==> config.mk <==
export PLATFORM = sky130hd
export DESIGN_NAME = vlic_top
export DESIGN_NICKNAME = d
export VERILOG_FILES = /design/src/rtl/vlic_pkg.sv /design/src/rtl/vlic_capture.sv /design/src/rtl/vlic_regs.sv /design/src/rtl/vlic_vector.sv /design/src/rtl/vlic_top.sv
export SDC_FILE = /design/constraint.sdc
export NUM_CORES = 1
export LEC_CHECK = 0
export ABC_CLOCK_PERIOD_IN_PS = 22900
export BUFFER_PORTS_ARGS = -buffer_cell sky130_fd_sc_hd__buf_2
export CORE_AREA = 3 3 134 136
export CTS_BUF_LIST = sky130_fd_sc_hd__clkbuf_16
export CTS_CLUSTER_SIZE = 10
export DETAILED_ROUTE_END_ITERATION = 6
export DIE_AREA = 0 0 137 139
export PLACE_DENSITY_LB_ADDON = 0.3
export SYNTH_ARGS = -nofsm -noshare
export SYNTH_HDL_FRONTEND = slang
export SYNTH_SLANG_ARGS = --single-unit
==> constraint.sdc <==
create_clock -name clk -period 22.9 [get_ports clk]
set_input_delay 2.29 -clock clk [delete_from_list [all_inputs] [get_ports clk]]
set_output_delay 2.29 -clock clk [all_outputs]
set_load 0.02 [all_outputs]
==> src/rtl/vlic_pkg.sv <==
package vlic_pkg;
  localparam int unsigned WORD_W = 32;
  localparam int unsigned VEC_W  = 8;
  localparam logic [VEC_W-1:0] VEC_NONE  = 8'h00;
  localparam logic [VEC_W-1:0] VEC_MULTI = 8'h30;
  localparam logic [VEC_W-1:0] VEC_BASE  = 8'h31;

  typedef enum logic [2:0] {
    OFS_MASK   = 3'd0,
    OFS_RAW    = 3'd1,
    OFS_MASKED = 3'd2,
    OFS_NMI    = 3'd3,
    OFS_STATUS = 3'd4
  } vlic_ofs_e;

  // Scan bits 0..WORD_W-2; one hit -> base+position, several -> shared code
  function automatic logic [VEC_W-1:0] vlic_encode_f(input logic [WORD_W-1:0] pend);
    int unsigned cnt;
    int unsigned first;
    cnt = 0;
    first = 0;
    for (int unsigned i = 0; i < WORD_W - 1; i++) begin
      if (pend[i]) begin
        if (cnt == 0) first = i;
        cnt++;
      end
    end
    if (cnt == 0)      return VEC_NONE;
    else if (cnt > 1)  return VEC_MULTI;
    else               return VEC_BASE + VEC_W'(first);
  endfunction
endpackage

==> src/rtl/vlic_capture.sv <==
module vlic_capture
  import vlic_pkg::*;
#(
  parameter int unsigned NUM_LINES = 32,
  parameter int unsigned NMI_FIRST = 30
) (
  input  logic                 clk,
  input  logic                 rst_n,
  input  logic [NUM_LINES-1:0] lines,
  output logic [WORD_W-1:0]    raw_pend,
  output logic [WORD_W-1:0]    nmi_pend
);
  localparam int unsigned RAW_W = NMI_FIRST - 1;

  for (genvar g = 0; g < WORD_W; g++) begin : g_bit
    if (g < RAW_W) begin : g_raw
      logic q;
      always_ff @(posedge clk or negedge rst_n) begin
        if (!rst_n) q <= 1'b0;
        else        q <= lines[g+1];
      end
      assign raw_pend[g] = q;
    end else begin : g_raw_zero
      assign raw_pend[g] = 1'b0;
    end

    if (g >= NMI_FIRST && g < NUM_LINES) begin : g_nmi
      logic q;
      always_ff @(posedge clk or negedge rst_n) begin
        if (!rst_n) q <= 1'b0;
        else        q <= lines[g];
      end
      assign nmi_pend[g] = q;
    end else begin : g_nmi_zero
      assign nmi_pend[g] = 1'b0;
    end
  end
endmodule

==> src/rtl/vlic_regs.sv <==
module vlic_regs
  import vlic_pkg::*;
#(
  parameter int unsigned ADDR_W = 3
) (
  input  logic              clk,
  input  logic              rst_n,
  input  logic              mask_wr,
  input  logic [ADDR_W-1:0] addr,
  input  logic [WORD_W-1:0] wdata,
  input  logic [WORD_W-1:0] raw_pend,
  input  logic [WORD_W-1:0] nmi_pend,
  output logic [WORD_W-1:0] mask_q,
  output logic [WORD_W-1:0] masked_pend,
  output logic [WORD_W-1:0] rdata
);
  always_ff @(posedge clk or negedge rst_n) begin
    if (!rst_n)       mask_q <= '0;
    else if (mask_wr) mask_q <= wdata;
  end

  assign masked_pend = raw_pend & mask_q;

  always_comb begin
    rdata = '0;
    case (addr)
      ADDR_W'(OFS_MASK):   rdata = mask_q;
      ADDR_W'(OFS_RAW):    rdata = raw_pend;
      ADDR_W'(OFS_MASKED): rdata = masked_pend;
      ADDR_W'(OFS_NMI):    rdata = nmi_pend;
      default:             rdata = '0;
    endcase
  end
endmodule

==> src/rtl/vlic_vector.sv <==
module vlic_vector
  import vlic_pkg::*;
(
  input  logic [WORD_W-1:0] masked_pend,
  output logic [VEC_W-1:0]  vec,
  output logic              irq
);
  assign vec = vlic_encode_f(masked_pend);
  assign irq = |masked_pend;
endmodule

==> src/rtl/vlic_top.sv <==
module vlic_top
  import vlic_pkg::*;
#(
  parameter int unsigned NUM_LINES = 32,
  parameter int unsigned NMI_FIRST = 30,
  parameter int unsigned ADDR_W    = 3
) (
  input  logic                 clk,
  input  logic                 rst_n,
  input  logic [NUM_LINES-1:0] irq_lines,
  input  logic                 wr_en,
  input  logic [ADDR_W-1:0]    addr,
  input  logic [WORD_W-1:0]    wdata,
  output logic [WORD_W-1:0]    rdata,
  output logic                 core_irq,
  output logic [VEC_W-1:0]     core_vec,
  output logic                 core_nmi
);
  logic              mask_wr;
  logic [WORD_W-1:0] mask_q;
  logic [WORD_W-1:0] raw_pend;
  logic [WORD_W-1:0] masked_pend;
  logic [WORD_W-1:0] nmi_pend;

  assign mask_wr = wr_en && (addr == ADDR_W'(OFS_MASK));

  vlic_capture #(.NUM_LINES(NUM_LINES), .NMI_FIRST(NMI_FIRST)) u_capture (
    .clk(clk), .rst_n(rst_n), .lines(irq_lines),
    .raw_pend(raw_pend), .nmi_pend(nmi_pend)
  );

  vlic_regs #(.ADDR_W(ADDR_W)) u_regs (
    .clk(clk), .rst_n(rst_n), .mask_wr(mask_wr), .addr(addr), .wdata(wdata),
    .raw_pend(raw_pend), .nmi_pend(nmi_pend),
    .mask_q(mask_q), .masked_pend(masked_pend), .rdata(rdata)
  );

  vlic_vector u_vector (
    .masked_pend(masked_pend), .vec(core_vec), .irq(core_irq)
  );

  assign core_nmi = |nmi_pend;
endmodule

==> results of run 1 <==
worst paths after layout:
| kind | slack [ps] | to | from |
|---|---|---|---|
| worst max-delay path | 1000 | core_vec[4] | u_capture.g_bit[0].g_raw.q |
| worst min register to register | 510 | u_regs.mask_q[30] | u_regs.mask_q[30] |
| worst min-delay path | 510 | u_regs.mask_q[30] | u_regs.mask_q[30] |
| worst max register to register | 21960 | u_regs.mask_q[2] | u_regs.mask_q[2] |
| min in group asynchronous | 2120 | u_capture.g_bit[7].g_raw.q | rst_n |
| max in group asynchronous | 20250 | u_capture.g_bit[30].g_nmi.q | rst_n |
worst max-delay path: cells and delay by family (launching register included):
kind                     cells  cell delay, ps
AND/OR/NAND/NOR             29            5630
buffers and inverters        8             820
multiplexers                 1             190
AO/OA/AOI/OAI               32            5310
adder cells (fa/ha/maj)     20            5830
XOR/XNOR                     4            1100
flip-flops                   1             400
Yosys cell counts (5+ instances only):
| cell | n |
|---|---|
| o21bai_1 | 6 |
| a21oi_1 | 70 |
| nor2_1 | 115 |
| buf_1 | 6 |
| nand3b_1 | 6 |
| and4_1 | 7 |
| a32oi_1 | 16 |
| a21o_1 | 6 |
| or4_1 | 12 |
| and2_1 | 30 |
| o22ai_1 | 8 |
| a21boi_0 | 6 |
| or2_2 | 14 |
| xor2_1 | 24 |
| nor3_1 | 30 |
| inv_1 | 62 |
| nand4_1 | 17 |
| clkbuf_1 | 33 |
| xnor2_1 | 111 |
| nor2b_1 | 22 |
| o21ai_0 | 53 |
| nand2b_1 | 23 |
| o31ai_1 | 8 |
| mux2i_1 | 15 |
| xnor3_1 | 17 |
| nand2_1 | 143 |
| a31oi_1 | 10 |
| o2111ai_1 | 5 |
| nand3_1 | 67 |
| ha_1 | 57 |
| o211ai_1 | 13 |
| nor4_1 | 15 |
| mux2_2 | 36 |
| xnor2_2 | 5 |
| xnor3_2 | 5 |
| or3_1 | 11 |
| and3_1 | 32 |
| buf_2 | 7 |
| a211oi_1 | 21 |
| nor3b_1 | 8 |
| nor4b_1 | 9 |
| dfrtp_1 | 63 |
| o21a_1 | 9 |
sequential cells by signal, indices dropped and copies added (netlist names):
register / count
u_capture.g_bit.g_raw.q: 29
u_capture.g_bit.g_nmi.q: 2
u_regs.mask_q: 32
metal layers:
| metal | global-route usage | vias to the layer above | share of wire |
|---|---|---|---|
| met5 | 0 | - | 0.00028 |
| met4 | 0.08456 | 2 | 0.025 |
| met3 | 0.05588 | 72 | 0.10 |
| met2 | 0.4771 | 581 | 0.43 |
| met1 | 0.4829 | 5084 | 0.44 |
| li1 | - | 4993 | - |
final cells by class:
| class | count | area share |
|---|---|---|
| clock buffer | 9 | 0.01944 |
| clock inverter | 7 | 0.008856 |
| inverter | 65 | 0.02106 |
| multi-input combinational | 1159 | 0.7347 |
| sequential | 63 | 0.1361 |
| tap | 225 | 0.02430 |
| timing repair buffer | 122 | 0.05551 |
kinds of logic (layout without fill, tap and decap cells):
group                      count (synthesis)  count (layout)  share of synthesized area
and+or+nand+nor                          582             582                     0.2900
AOI/OAI and AO/OA                        298             298                     0.2017
xor gates and xnor gates                 169             169                     0.1860
buffers and inverters                    114             203                    0.04412
DFF                                       63              63                     0.1527
adders and majority gates                 57              57                    0.06908
muxes                                     52              52                    0.05599
other                                      1               1                  0.0003632
placed cells by master, fill, tap and decap left out, types with 30 or more instances in the layout:
master / netlist / final
and2_1: 30 / 30
inv_1: 62 / 62
ha_1: 57 / 55
o21ai_0: 53 / 49
nand2_1: 143 / 141
xnor2_1: 111 / 108
a21oi_1: 70 / 65
nand3_1: 67 / 65
mux2_2: 36 / 36
nor2_1: 115 / 113
dfrtp_1: 63 / 63
nor3_1: 30 / 30
and3_1: 32 / 31
buf_2: 7 / 109
through the flow:
step	instance area [sq um]	setup slack (ps)	setup TNS, ps
global route	11580	-87.09	-87.09
global placement	10990	1123	0
floorplan	10320	3026	0
detailed placement	10990	626.8	0
CTS	11310	145.2	0
finish	11580	1004	0
timing repair:
action | CTS | global route
buffers inserted | 0 | 8
setup endpoints to repair | 0 | 7
gates resized for setup | 0 | 46
endpoints found under the hold margin | 0 | 0
hold buffers | 0 | 0
==> flow_summary.yaml, run 1 <==
die:
  design.portCount: 112
  effective_utilization_at_floorplan: 0.6053
  die_x_microns: 137
  floorplan.rows: 48
  core_sq_um: 17060
  die-height_microns: 139
  floorplan.die_area_sq_um: 19040
placed_design:
  final_weighted_congestion_of_routability_driven_global_placement: 0.9436
  io_buffer_count: 109
  placedCellCount: 1626
  dp_hpwl_mm: 24.18
timing:
  fmax_mhz: 45.67
  timing_max_transition_violations_final: 0
  layout_min_cycle_time_ps: 21900
  finalHoldWorstSlack_ps: 510.8
  report.final.setup_viol: 0
  worst_clock_skew_ps: 0
  slew_headroom: 0.2293
  period_share: 0.9562
  hold_violations: 0
  worstMarginPinSlew_ps: 1148
logic_synthesis:
  number_of_synthesized_flops_with_an_enable_pin: 0
  ys.flop_type: "dfrtp_1"
  synth_sequential_area_ratio: 0.1527
  syn-instance-count: 1336
  synth_nets: 1463
  synth.top_cell.area_share: 0.1527
  synth-warning-count: 0
  synth_top_cells_by_area: "dfrtp_1 (15%), xnor2_1 (9.4%), ha_1 (6.9%)"
  synth_seq_cells: 63
  synthesis.area_per_instance_sq_um: 7.727
  netlist-cell-type-count: 102
  yosys.area.top_type: "dfrtp_1"
  proportion_of_synthesized_flip_flops_having_asynchronous_set_or_reset: 1.000
  syn-cell-area_sq_um: 10320
clock_network:
  cts_max_path_buffers: 2
  cts_sinks: 63
  clk_pin_slew_ps: 60
  cts.htree.levels: 3
  cts-buffers-inserted: 9
  clkLatencyLatePin_ps: 340
  clock_root_cell: "clkbuf_16"
  cts_tree: "done"
final_layout:
  area_taken_by_multi_input_logic_gates_sq_um: 8512
  num-nets-final: 1547
  final_core_utilization: 0.6792
  fillers: 1418
  drive_above_1_share: 0.1853
  area_growth_syn_to_layout_pct: 12.22
  antennaDiodeCount: 0
  fin_cells: 1650
  sequential_cell_area_sq_um: 1577
worst_setup_path:
  crit_arrival_ps: 19610
  worst-endpoint-required_ps: 20610
  worst-path-max-fanout: 7
  critPathKind: "reg -> out"
  critical_path.endpoint_type: "output port"
  worst-r2r-cell-count: 1
  crit_slowest_cell: "or4_4"
  cpPeakStageDelay_ps: 600
  cpMostUsedCell: "ha_1"
  cp-start-kind: "register"
route:
  routed-via-count: 10730
  wl_mm: 31.68
  detail-route-antenna-nets: 0
  via_per_inst: 6.504
  drtIter0Drc: 1053
  average_detailed_routed_wire_length_per_instance_microns: 19.20
  first_pass_iters: 5
  drt_drc_violations_left: 0
min_path:
  hp_class: "reg -> reg"
  timing.hold.worst_path_depth: 1
global_route:
  grt_pass1_wl_mm: 50.40
  via_count_of_the_first_global_routing_pass: 9855
  global_route.usage.total: 0.3220
  antenna_found_initial: 1
  grt.overflow.total: 0
  grt_max_degree: 64
run:
  cap_viol_max_count: 0
run_status:
  outcome: "finished, final reports clean"
Power of run 1 is not shown: default switching activity piles up to over one toggle a cycle in this logic, so the estimate is an artifact.
==> run 2: changes to the inputs <==
--- a/config.mk
+++ b/config.mk
@@ -5,14 +5,16 @@
 export SDC_FILE = /design/constraint.sdc
 export NUM_CORES = 1
 export LEC_CHECK = 0
+export ABC_AREA = 1
 export ABC_CLOCK_PERIOD_IN_PS = 22900
 export BUFFER_PORTS_ARGS = -buffer_cell sky130_fd_sc_hd__buf_2
-export CORE_AREA = 3 3 134 136
+export CORE_AREA = 3 3 125 127
 export CTS_BUF_LIST = sky130_fd_sc_hd__clkbuf_16
 export CTS_CLUSTER_SIZE = 10
 export DETAILED_ROUTE_END_ITERATION = 6
-export DIE_AREA = 0 0 137 139
+export DIE_AREA = 0 0 128 130
 export PLACE_DENSITY_LB_ADDON = 0.3
+export SLEW_MARGIN = 20
 export SYNTH_ARGS = -nofsm -noshare
 export SYNTH_HDL_FRONTEND = slang
 export SYNTH_SLANG_ARGS = --single-unit
==> flow_summary.yaml, run 2 <==
run_status:
  outcome: "finished, final reports clean"
clock_network:
  clock_root_cell: "clkbuf_16"
  cts_max_path_buffers: 2
  cts-buffers-inserted: 9
  cts.htree.levels: 3
  cts-hold-fix-buffers: 0
  clkLatencyLatePin_ps: 330
  cts_tree: "done"
  post_cts_resize_count: 0
  cts_sinks: 63
  post-cts-setup-buffer-count: 0
  clk_pin_slew_ps: 60
die:
  die-height_microns: 130
  design.portCount: 112
  core_sq_um: 14530
  effective_utilization_at_floorplan: 0.6105
  floorplan.die_area_sq_um: 16640
  die_x_microns: 128
  floorplan.rows: 44
final_layout:
  final_cell_mix: "nand2_1 (343), inv_1 (199), nand2_2 (141)"
  area_growth_syn_to_layout_pct: 12.61
  drive_above_1_share: 0.2974
  largest_registers: "u_regs.mask_q (32), u_capture.g_bit.g_raw.q (29), u_capture.g_bit.g_nmi.q (2)"
  largest_register_by_flop_count: "u_regs.mask_q"
  antennaDiodeCount: 0
  mostFrequentLayoutCell: "nand2_1"
  fillers: 1283
  num-nets-final: 1625
  largest_reg_flops: 32
global_route:
  grt_pass1_wl_mm: 36.29
  grt_max_degree: 64
  grt.overflow.total: 0
  via_count_of_the_first_global_routing_pass: 8347
  antenna_found_initial: 2
  global_route.usage.total: 0.2585
route:
  detail-route-antenna-nets: 0
  first_pass_iters: 5
  wl_mm: 20.81
  drtIter0Drc: 454
  average_detailed_routed_wire_length_per_instance_microns: 12.34
  drt_drc_violations_left: 0
  routed-via-count: 8798
  via_per_inst: 5.215
run:
  cap_viol_max_count: 0
timing:
  layout_min_cycle_time_ps: 19680
  hold_violations: 0
  period_share: 0.8594
  finalSetupTns_ps: 0
  grt_setup_unrepaired: "no"
  report.final.setup_viol: 0
  worst_clock_skew_ps: 0
  timing_max_transition_violations_final: 0
  slew_headroom: 0.4721
  fmax_mhz: 50.81
  worstMarginPinSlew_ps: 791.9
logic_synthesis:
  yosys-top-cells-count: "nand2_1 (343), inv_1 (199), nand2_2 (141)"
  cell_with_the_most_instances_after_synthesis: "nand2_1"
  ys.flop_type: "dfrtp_1"
  synth_top_cells_by_area: "dfrtp_1 (18%), nand2_1 (15%), nand2_2 (9.9%)"
  synth_sequential_area_ratio: 0.1777
  netlist-cell-type-count: 49
  yosys-mux-area-fraction: 0.03808
  post_synth_and_or_nand_nor_area_fraction: 0.5236
  synth-warning-count: 0
  syn-instance-count: 1386
  synth_seq_cells: 63
  synth_nets: 1513
  yosys.area.top_type: "dfrtp_1"
  synth_top_family_by_area: "simple AND/OR/NAND/NOR gates"
  synthAdderAreaFrac: 0.08038
  synthesis.area_per_instance_sq_um: 6.401
  synth-compound-area-share: 0.06529
  syn-cell-area_sq_um: 8872
  synth.top_cell.area_share: 0.1777
  synth_xor_area_frac: 0.01156
  number_of_synthesized_flops_with_an_enable_pin: 0
  proportion_of_synthesized_flip_flops_having_asynchronous_set_or_reset: 1.000
pwr:
  max-vdd-ir-drop_v: 0.00006180
  power_leakage_nw: 5.161
  power_w: 0.001001
  power.density_cell_area_nw_per_um2: 100.1
placed_design:
  dp_hpwl_mm: 16.95
  io_buffer_count: 109
  final_weighted_congestion_of_routability_driven_global_placement: 0.8834
worst_setup_path:
  critical_path.endpoint_type: "output port"
  cp-start-kind: "register"
  cpPeakStageDelay_ps: 360
  worst-endpoint-required_ps: 20610
  cpMostUsedCell: "nand2_1"
  worst-r2r-cell-count: 1
  critPathKind: "reg -> out"
  crit_slowest_cell: "dfrtp_1"
  crit_arrival_ps: 17390
  worst-path-max-fanout: 7
min_path:
  timing.hold.worst_path_depth: 1
  hp_class: "reg -> reg"
[run 2: cell types whose count changed after synthesis, sizes merged, moves of 23 or more]
| cell | change |
|---|---|
| nand2 | +356 |
| inv | +164 |
| xnor2 | -114 |
| nand3 | +103 |
| a21oi | -56 |
| and2 | -33 |
| and3 | -32 |
| nor2 | +29 |
| a211oi | -24 |
| o21ai | -24 |
| nand2b | -23 |
[run 2: layer usage]
layer	share of wire	wire length, microns	up-vias	GRT usage
met5	0.0015	32	-	0
met4	0.0058	120	4	0.04432
met3	0.039	809	13	0.03193
met2	0.46	9540	155	0.4424
met1	0.50	10310	3952	0.3569
li1	-	-	4674	-
[run 2: cells by family after synthesis]
family | Yosys count
AND/OR/NAND/NOR | 895
other | 1
AO/OA/AOI/OAI | 89
adder cells (fa/ha/maj) | 57
flip-flops | 63
multiplexers | 30
buffers and inverters | 241
XOR/XNOR | 10
[run 2: per-stage QoR]
step	std cells	instance area (sq um)	hold slack, ps	utilization	setup WS, ps
final	1687	9991	506.5	0.6874	3220
after global routing	1687	9991	529.3	0.6874	1682
after CTS	1687	9991	509.2	0.6874	3230
after detailed placement	1671	9638	495.8	0.6631	3676
after global placement	1671	9638	491.6	0.6631	3999
after floorplan	1386	8872	479.8	-	5354
[run 2: where the power goes]
group	switching (W)	internal [W]
clock	0.0000548	0.000108
sequential	0.0000105	0.000127
combinational	0.000469	0.000232
[run 2: final cells by class]
class | instances | area, sq um | share of cell area
inverter | 228 | 860.8 | 0.08616
tap | 184 | 230.2 | 0.02304
timing repair buffer | 114 | 583.1 | 0.05836
sequential | 63 | 1577 | 0.1578
clock inverter | 7 | 127.6 | 0.01277
clock buffer | 9 | 225.2 | 0.02254
multi-input combinational | 1082 | 6387 | 0.6393
[run 2: worst max-delay path: cells and delay by family, from the launching register on]
family | cells | cell delay, ps
buf+inv | 14 | 1130
simple gates | 44 | 4980
flops | 1 | 360
compound gates | 13 | 2700
fa+ha+maj | 28 | 7860
[run 2: worst paths after layout]
kind	endpoint	from	slack (ps)
setup / recovery	core_vec[2]	u_capture.g_bit[0].g_raw.q	3220
hold / removal	u_regs.mask_q[31]	u_regs.mask_q[31]	510
setup reg to reg	u_regs.mask_q[2]	u_regs.mask_q[2]	22040
hold reg to reg	u_regs.mask_q[31]	u_regs.mask_q[31]	510
max in group asynchronous	u_regs.mask_q[21]	rst_n	20260
min in group asynchronous	u_regs.mask_q[9]	rst_n	2130
Note: power is estimated with default switching activity, not from simulation.
